**src/rtl/serin_pkg.sv**
```systemverilog
package serin_pkg;
  typedef enum logic [1:0] {
    OP_SETW  = 2'd0,
    OP_ARM   = 2'd1,
    OP_READ  = 2'd2,
    OP_READW = 2'd3
  } op_e;

  // Legal permanent transfer widths
  function automatic logic width_ok(input int unsigned v, input int unsigned full);
    return (v == 1) || (v == 4) || (v == 8) || (v == full);
  endfunction

  // Legal widths for the single-command sized read
  function automatic logic readw_ok(input int unsigned v, input int unsigned full);
    return ((v >= 1) && (v <= 8)) || (v == 16) || (v == 24) || (v == full);
  endfunction
endpackage

```
**src/rtl/serin_width_ctl.sv**
```systemverilog
module serin_width_ctl
  import serin_pkg::*;
#(
  parameter int BUF_W = 32,
  parameter int CNT_W = $clog2(BUF_W + 1)
) (
  input  logic             clk,
  input  logic             rst,
  input  logic             cmd_fire,
  input  op_e              op,
  input  logic [CNT_W-1:0] arg,
  output logic [CNT_W-1:0] tw,
  output logic [CNT_W-1:0] psc,
  output logic             armed,
  output logic             bad,
  output logic [CNT_W-1:0] read_w
);
  localparam logic [CNT_W-1:0] FULL = CNT_W'(BUF_W);

  always_comb begin
    bad    = 1'b0;
    read_w = tw;
    unique case (op)
      OP_SETW:  bad = !width_ok(32'(arg), BUF_W);
      OP_ARM:   bad = (arg == '0) || (arg >= tw);
      OP_READ:  read_w = armed ? psc : tw;
      OP_READW: begin
        bad    = !readw_ok(32'(arg), BUF_W);
        read_w = arg;
      end
      default: bad = 1'b1;
    endcase
  end

  always_ff @(posedge clk) begin
    if (rst) begin
      tw    <= FULL;
      psc   <= '0;
      armed <= 1'b0;
    end else if (cmd_fire && !bad) begin
      unique case (op)
        OP_SETW: begin
          tw    <= arg;
          armed <= 1'b0;
        end
        OP_ARM: begin
          psc   <= arg;
          armed <= 1'b1;
        end
        default: armed <= 1'b0;
      endcase
    end
  end
endmodule

```
**src/rtl/serin_shift_buf.sv**
```systemverilog
module serin_shift_buf #(
  parameter int BUF_W = 32,
  parameter int CNT_W = $clog2(BUF_W + 1)
) (
  input  logic             clk,
  input  logic             rst,
  input  logic             bit_stb,
  input  logic             bit_in,
  input  logic             take,
  input  logic [CNT_W-1:0] take_w,
  output logic [CNT_W-1:0] cnt,
  output logic [BUF_W-1:0] word,
  output logic             overrun
);
  localparam logic [CNT_W-1:0] FULL = CNT_W'(BUF_W);

  logic [BUF_W-1:0] sr;
  logic [BUF_W-1:0] oldest_low;
  logic             accept_bit;

  // A strobe is kept unless the buffer is full and nothing leaves this cycle
  assign accept_bit = bit_stb && ((cnt != FULL) || take);

  // Oldest bit moved to position 0, then the requested run left-aligned
  always_comb begin
    oldest_low = sr >> (FULL - cnt);
    word       = oldest_low << (FULL - take_w);
  end

  always_ff @(posedge clk) begin
    if (rst) begin
      sr      <= '0;
      cnt     <= '0;
      overrun <= 1'b0;
    end else begin
      if (accept_bit) sr <= {bit_in, sr[BUF_W-1:1]};
      cnt <= cnt - (take ? take_w : '0) + (accept_bit ? CNT_W'(1) : '0);
      if (bit_stb && !accept_bit) overrun <= 1'b1;
    end
  end
endmodule

```
**src/rtl/serin_port.sv**
```systemverilog
module serin_port
  import serin_pkg::*;
#(
  parameter int BUF_W = 32,
  parameter int CNT_W = $clog2(BUF_W + 1)
) (
  input  logic             clk,
  input  logic             rst,
  input  logic             bit_stb,
  input  logic             bit_in,
  input  logic             cmd_valid,
  output logic             cmd_ready,
  input  logic [1:0]       cmd_op,
  input  logic [CNT_W-1:0] cmd_arg,
  output logic             rsp_valid,
  output logic             rsp_err,
  output logic [BUF_W-1:0] rsp_data,
  output logic             overrun
);
  logic             pending;
  logic [CNT_W-1:0] pw;
  logic [CNT_W-1:0] tw, psc, read_w, cnt;
  logic             armed, bad, fire, complete;
  logic [BUF_W-1:0] word;
  op_e              op;

  assign op        = op_e'(cmd_op);
  assign cmd_ready = !pending;
  assign fire      = cmd_valid && cmd_ready;
  assign complete  = pending && (cnt >= pw);

  serin_width_ctl #(.BUF_W(BUF_W), .CNT_W(CNT_W)) u_wctl (
    .clk(clk), .rst(rst), .cmd_fire(fire), .op(op), .arg(cmd_arg),
    .tw(tw), .psc(psc), .armed(armed), .bad(bad), .read_w(read_w)
  );

  serin_shift_buf #(.BUF_W(BUF_W), .CNT_W(CNT_W)) u_buf (
    .clk(clk), .rst(rst), .bit_stb(bit_stb), .bit_in(bit_in),
    .take(complete), .take_w(pw), .cnt(cnt), .word(word), .overrun(overrun)
  );

  always_ff @(posedge clk) begin
    if (rst) begin
      pending   <= 1'b0;
      pw        <= '0;
      rsp_valid <= 1'b0;
      rsp_err   <= 1'b0;
      rsp_data  <= '0;
    end else begin
      rsp_valid <= 1'b0;
      if (complete) begin
        pending   <= 1'b0;
        rsp_valid <= 1'b1;
        rsp_err   <= 1'b0;
        rsp_data  <= word;
      end
      if (fire) begin
        if (bad) begin
          rsp_valid <= 1'b1;
          rsp_err   <= 1'b1;
          rsp_data  <= '0;
        end else if (op == OP_READ || op == OP_READW) begin
          pending <= 1'b1;
          pw      <= read_w;
        end else begin
          rsp_valid <= 1'b1;
          rsp_err   <= 1'b0;
          rsp_data  <= '0;
        end
      end
    end
  end
endmodule

```
**config.mk**
```make
export PLATFORM = sky130hd
export DESIGN_NAME = serin_port
export DESIGN_NICKNAME = d
export VERILOG_FILES = /design/src/rtl/serin_pkg.sv /design/src/rtl/serin_width_ctl.sv /design/src/rtl/serin_shift_buf.sv /design/src/rtl/serin_port.sv
export SDC_FILE = /design/constraint.sdc
export NUM_CORES = 1
export LEC_CHECK = 0
export CAP_MARGIN = 20
export CORE_ASPECT_RATIO = 1.75
export CORE_MARGIN = 4
export CORE_UTILIZATION = 52
export DETAILED_ROUTE_END_ITERATION = 12
export GPL_ROUTABILITY_DRIVEN = 0
export GPL_TIMING_DRIVEN = 1
export PLACE_DENSITY_LB_ADDON = 0.12
export SYNTH_ARGS = -nofsm -noshare
export SYNTH_HDL_FRONTEND = slang
export SYNTH_HIERARCHICAL = 1
export SYNTH_SLANG_ARGS = --single-unit
export TNS_END_PERCENT = 1
```
**constraint.sdc**
```tcl
create_clock -name clk -period 4.95 [get_ports clk]
set_input_delay 0.99 -clock clk [delete_from_list [all_inputs] [get_ports clk]]
set_output_delay 0.99 -clock clk [all_outputs]
set_load 0.03 [all_outputs]
```
### Word level (Yosys, flattened, before mapping)

Index checks and enable logic that the tools add are counted.

* ROM bits: 0
* register bits after elaboration: 93
* output and inout port bits: 36
* memories: 0
* word-level logic and storage cells: 79
* bits in latches: 0
* bits in writable memories: 0
* input bits: 13

* equal/unequal tests: 10
* multiplexer cells: 22
* magnitude comparators: 4
* div/mod/pow operators: 0
* $mul: 0
* shifts and indexed selects: 2
* reduce and logical (&&, ||, !) cells: 25
* add/sub/neg operators: 4
* bitwise logic cells: 1

Operators with widths (number)
* two-way mux 32 bit: 4
* << shifter 32 x 6 -> 32 bit: 1
* >> shifter 32 x 6 -> 32 bit: 1
* two-way mux 1 bit: 14
* equality test 6 x 5 -> 1 bit, second input constant: 2
* greater-or-equal comparator 6 bit: 2
* two-way mux 6 bit: 2
* case mux 6 bit (2 select lines): 1
* subtractor 6 bit, first input constant: 2
* logical OR 1 bit: 9
* adder 6 bit: 1
* equality test 6 x 1 -> 1 bit, second input constant: 1
* equality test 6 x 3 -> 1 bit, second input constant: 1
* equality test 6 x 4 -> 1 bit, second input constant: 1
* equality test 6 bit, second input constant: 1
* greater-or-equal comparator 6 x 1 -> 1 bit, second input constant: 1
* <= comparator 6 x 4 -> 1 bit, second input constant: 1
* logical AND 1 bit: 6
* zero test 6 bit: 1
* inequality test 6 bit, second input constant: 1
* subtractor 6 bit: 1
* zero test 1 bit: 5
* equality test 2 bit, second input constant: 2
* AND reduction 2 bit: 2
* other kinds (5): 5

### Depth between registers and ports, before layout

* word-level depth: 10
* depth in mapped cells: 22
* mapped depth without buffers: 18

### Hierarchy

The synthesis kept the hierarchy.

Modules (own cells, without submodules)
* serin_shift_buf: cells each 731, area an instance 5585.4 µm², instances 1
* serin_port: cells each 196, area an instance 1870.5 µm², instances 1
* serin_width_ctl: cells each 111, area an instance 947.2 µm², instances 1

### Worst setup path after synthesis

OpenSTA, ideal clock, no wires.

* kind: reg-to-reg
* start point: register u_buf.cnt[0]
* end point: register rsp_data[14]
* arrival: 3959 ps
* slack: 919 ps
* cell stages (with the launch flop): 20
* clock period less this slack: 4031 ps
* path buffers: 6
* cells stage by stage: dfxtp_1 > buf_2 > inv_1 > buf_2 > buf_2 > ha_1 > buf_4 > xor2_2 > buf_4 > buf_6 > mux2_2 > o32ai_1 > a22oi_1 > a21boi_0 > mux4_2 > a22oi_1 > nand2_1 > a21oi_1 > nand2_1 > mux2i_1

* word-level cells in the longest chain between the ends: 7
* elaborated cells between the ends (all ways): 9

Ends and longest elaborated chain
* start, declared: RTL line serin_shift_buf.sv:11 `output logic [CNT_W-1:0] cnt,`
* start signal, assigned: RTL line serin_shift_buf.sv:37 `cnt <= cnt - (take ? take_w : '0) + (accept_bit ? CNT_W'(1) : '0);`
* subtractor 6 bit (*): RTL line serin_shift_buf.sv:26 `oldest_low = sr >> (FULL - cnt);`
* >> shifter 32 x 6 -> 32 bit (*): RTL line serin_shift_buf.sv:26
* << shifter 32 x 6 -> 32 bit (*): RTL line serin_shift_buf.sv:27 `word = oldest_low << (FULL - take_w);`
* net word[14]: RTL line serin_port.sv:24 `logic [BUF_W-1:0] word;`
* two-way mux 32 bit (*): RTL line serin_port.sv:51 `if (complete) begin`
* two-way mux 32 bit: RTL line serin_port.sv:62 `end else if (op == OP_READ || op == OP_READW) begin`
* two-way mux 32 bit: RTL line serin_port.sv:58 `if (bad) begin`
* two-way mux 32 bit (*): RTL line serin_port.sv:57 `if (fire) begin`
* end signal, assigned: RTL line serin_port.sv:55 `rsp_data <= word;`
* end, declared: RTL line serin_port.sv:17 `output logic [BUF_W-1:0] rsp_data,`

The timed path passes the listed nets; every way through them passes the cells marked *.
A chain may end at the register's enable or synchronous reset.

### Worst setup path after layout

* start point: register u_buf.cnt[0]
* end point: register rsp_data[24]

The elaborated chain is that of the path after synthesis.

==> qor.yml <==
area_delta_synth_final_pct: 9.60
netlist_area_sq_um: 8400
power.net_switching_mw: 1.54
worst-r2r-setup-slack_ns: 0.53
crit_slowest_cell: "nor3_1"
initial_utilization_pct: 52.9
layout_cells_sized_above_1_pct: 12.1
number_of_warnings_reported_in_the_yosys_synthesis_log: 6
min_path_type: "reg2reg"
first_global_vias: 7735
power.density_cell_area_nw_per_um2: 369
dp_cells: 1226
clock_power_share_pct: 21.3
p_int_mw: 1.86
max-vdd-ir-drop_v: 0.000271
cts_inserted_buffers: 9
synth_area_leader_cell: "dfxtp_1"
clk_path_buf_depth: 2
yosysMostFrequentCell: "nand2_1"
whs_ns: 0.457
antenna_found_initial: 0
synthesis.nets: 1076
finalWirelength_um: 26100
endpoints_failing_setup: 0
ios: 49
insertion_delay_ns: 0.35
core_rows: 61
setup.worst_path.class: "reg2reg"
detail_route.wl_per_cell_um: 21.0
die_area_sq_um: 18300
worstPathArrival_ns: 4.64
dr.first_iter.drc_count: 577
port-buffer-count: 48
ys_ff_latch: 93
cts.root.buffer_cell: "clkbuf_16"
tritoncts: "yes"
h_tree_levels: 3
critical-path-max-stage-delay_ns: 0.63
cp_common_cell: "mux2i_1"
final_area_sq_um: 9210
rsz0062_at_grt: "false"
synth.area.top_cells: "dfxtp_1, mux2i_1, nand2_1"
critical_path_required_ns: 5.17
post-place-ws_ns: 0.670
syn_area_per_cell_sq_um: 8.10
timing.final.crit_period_ns: 4.42
final_worst_path_period_share_pct: 89.3
globalRoute.totalOverflow: 0
synth-compound-area-share_pct: 20.6
yosysUniqueCellTypes: 87
setup.worst_path.start: "u_buf/cnt[0]"
cts_sinks: 93
asyncSetResetFlopFracSynth_pct: 0
cp-end-kind: "flip-flop"
synth_top_area_share_pct: 22.2
instances_no_fill: 1241
chipHeight_um: 176
routed-via-count: 8068
netlist_instances: 1038
synth_xor_xnor_area_share_pct: 1.86
clock.fmax_mhz: 226
portion_of_netlist_area_occupied_by_mux_cells_pct: 23.8
timing.critical_path.from_type: "flip-flop"
post_cts_buffers: 0
cts-resized-gates: 0
fin_total_pwr_mw: 3.40
r2r-start: "u_buf/cnt[0]"
firstDrtPassIters: 6
timing_worst_slew_pin_value_ns: 0.889
synth_adder_area_share_pct: 3.81
grt_start_max_net_pins: 65
setup_tns_ns: 0
antenna_cells: 0
synth-seq-area-share_pct: 22.2
timing.critical_path.cells: "inv_1, ha_2, buf_12, mux2i_1, mux4_2, o2bb2ai_1, a211oi_1, mux2i_1, mux2i_1, nor2_1, nor3_1, o22ai_1, nand2_1, mux2i_1"
cellLeakagePower_nw: 3.24
number_of_hold_violations_in_the_final_report: 0
chipWidth_um: 104
fin_ws_ns: 0.527
remaining_drc_errors: 0
coreArea_sq_um: 15900
antenna_violating_nets_post_route: 0
cts_hold_buf: 0
grt_first_pass_wirelength_um: 41600
post-route-util_pct: 58.0
netSwitchingFraction_pct: 45.4
finClkSkew_ns: 0.0116
placement.cell_area_sq_um: 8920
post_synth_and_or_nand_nor_area_fraction_pct: 20.2
largest_family_of_logic_cells_by_synthesized_area: "multiplexers"
synth-edff-count: 0
design.final.nets: 1086
ys_dominant_reg_cell: "dfxtp_1"
critPathMaxFanout: 40
worstHoldStart: "rsp_data[5]"
drv_cap: 0
clkSlewWorstSetupHoldPaths_ns: 0.07
p_seq_share_pct: 24.6
groute.usage.overall_pct: 28.3
power_frac_comb_pct: 54.1
post_synth_most_frequent_cells: "nand2_1, mux2i_1, dfxtp_1, a21oi_1, nor2_1"
status: "completed"
timing.max_slew.rel_slack_pct: 40.2
routed_via_density: 6.50
timing_max_transition_violations_final: 0
final.fill_count: 1525
dp_hpwl_um: 19300
worst max-delay path: cells and delay by family (launching register included):
family | cells | cell delay (ns)
fa+ha+maj | 1 | 0.33
flops | 1 | 0.33
buf+inv | 2 | 0.30
mux | 5 | 1.66
compound gates | 3 | 0.83
simple gates | 3 | 0.81
logic make-up (layout without fill, tap and decap cells):
| group | Yosys count | count (layout) |
|---|---|---|
| buffers and inverters | 114 | 128 |
| adders and majority gates | 25 | 25 |
| DFF | 93 | 93 |
| xor gates and xnor gates | 17 | 17 |
| AOI/OAI and AO/OA | 253 | 253 |
| muxes | 157 | 157 |
| and+or+nand+nor | 379 | 379 |
registers in the layout (all words and copies together) (netlist names), 6 cells and up:
signal and cells:
rsp_data 32, u_wctl/tw 6, u_buf/cnt 6, u_buf/sr 32
u_wctl/psc 6, pw 6
cells in the final DEF, fill, tap and decap left out, types with 6 or more instances in the layout:
cell type	instances
a22o_1	14
and2_1	6
a31oi_1	10
inv_1	30
ha_1	23
clkdlybuf4s50_1	47
a211oi_1	15
dfxtp_1	93
nand3_1	20
o211ai_1	8
o21ai_0	33
xnor2_1	9
nor2b_1	8
buf_4	32
a22oi_1	10
o31ai_1	6
clkbuf_16	9
a21oi_1	74
mux2i_1	112
nand2b_1	6
mux2_2	12
a21o_1	6
nand2_1	215
o22ai_1	7
mux4_2	33
nor3_1	16
nor3b_1	6
nor2_1	63
per-layer routing:
metal | share of wire, % | global-route usage, % | vias to the layer above | wire (um)
met5 | 0 | 0 | - | 0
met2 | 50 | 49.5 | 344 | 12900
li1 | - | - | 3805 | -
met1 | 37 | 30.3 | 3780 | 9550
met4 | 8.5 | 22.2 | 0 | 2210
met3 | 5.3 | 4.21 | 139 | 1370
power groups by stage:
| stage | registers [mW] | clock network [mW] | logic, mW |
|---|---|---|---|
| after floorplan | 0.817 | 0 | 1.43 |
| after global placement | 0.853 | 0 | 1.78 |
| after detailed placement | 0.853 | 0 | 1.79 |
| after CTS | 0.835 | 0.749 | 1.79 |
| after global routing | 0.844 | 0.768 | 1.98 |
| final | 0.836 | 0.725 | 1.84 |
path summary, 6_finish.rpt:
kind,end,cells past startpoint
max,rsp_data[24],14
max reg2reg,rsp_data[24],14
min,rsp_data[5],2
min reg2reg,rsp_data[5],2
cell type report:
type	instances	area (sq um)	area share, %
Multi-Input combinational cell	831	5960	64.7
Sequential cell	93	1860	20.2
Timing Repair Buffer	81	736	7.99
Tap cell	189	236	2.57
Clock buffer	9	225	2.45
Inverter	32	123	1.33
Clock inverter	6	68.8	0.747
Note: power is estimated with default switching activity, not from simulation.
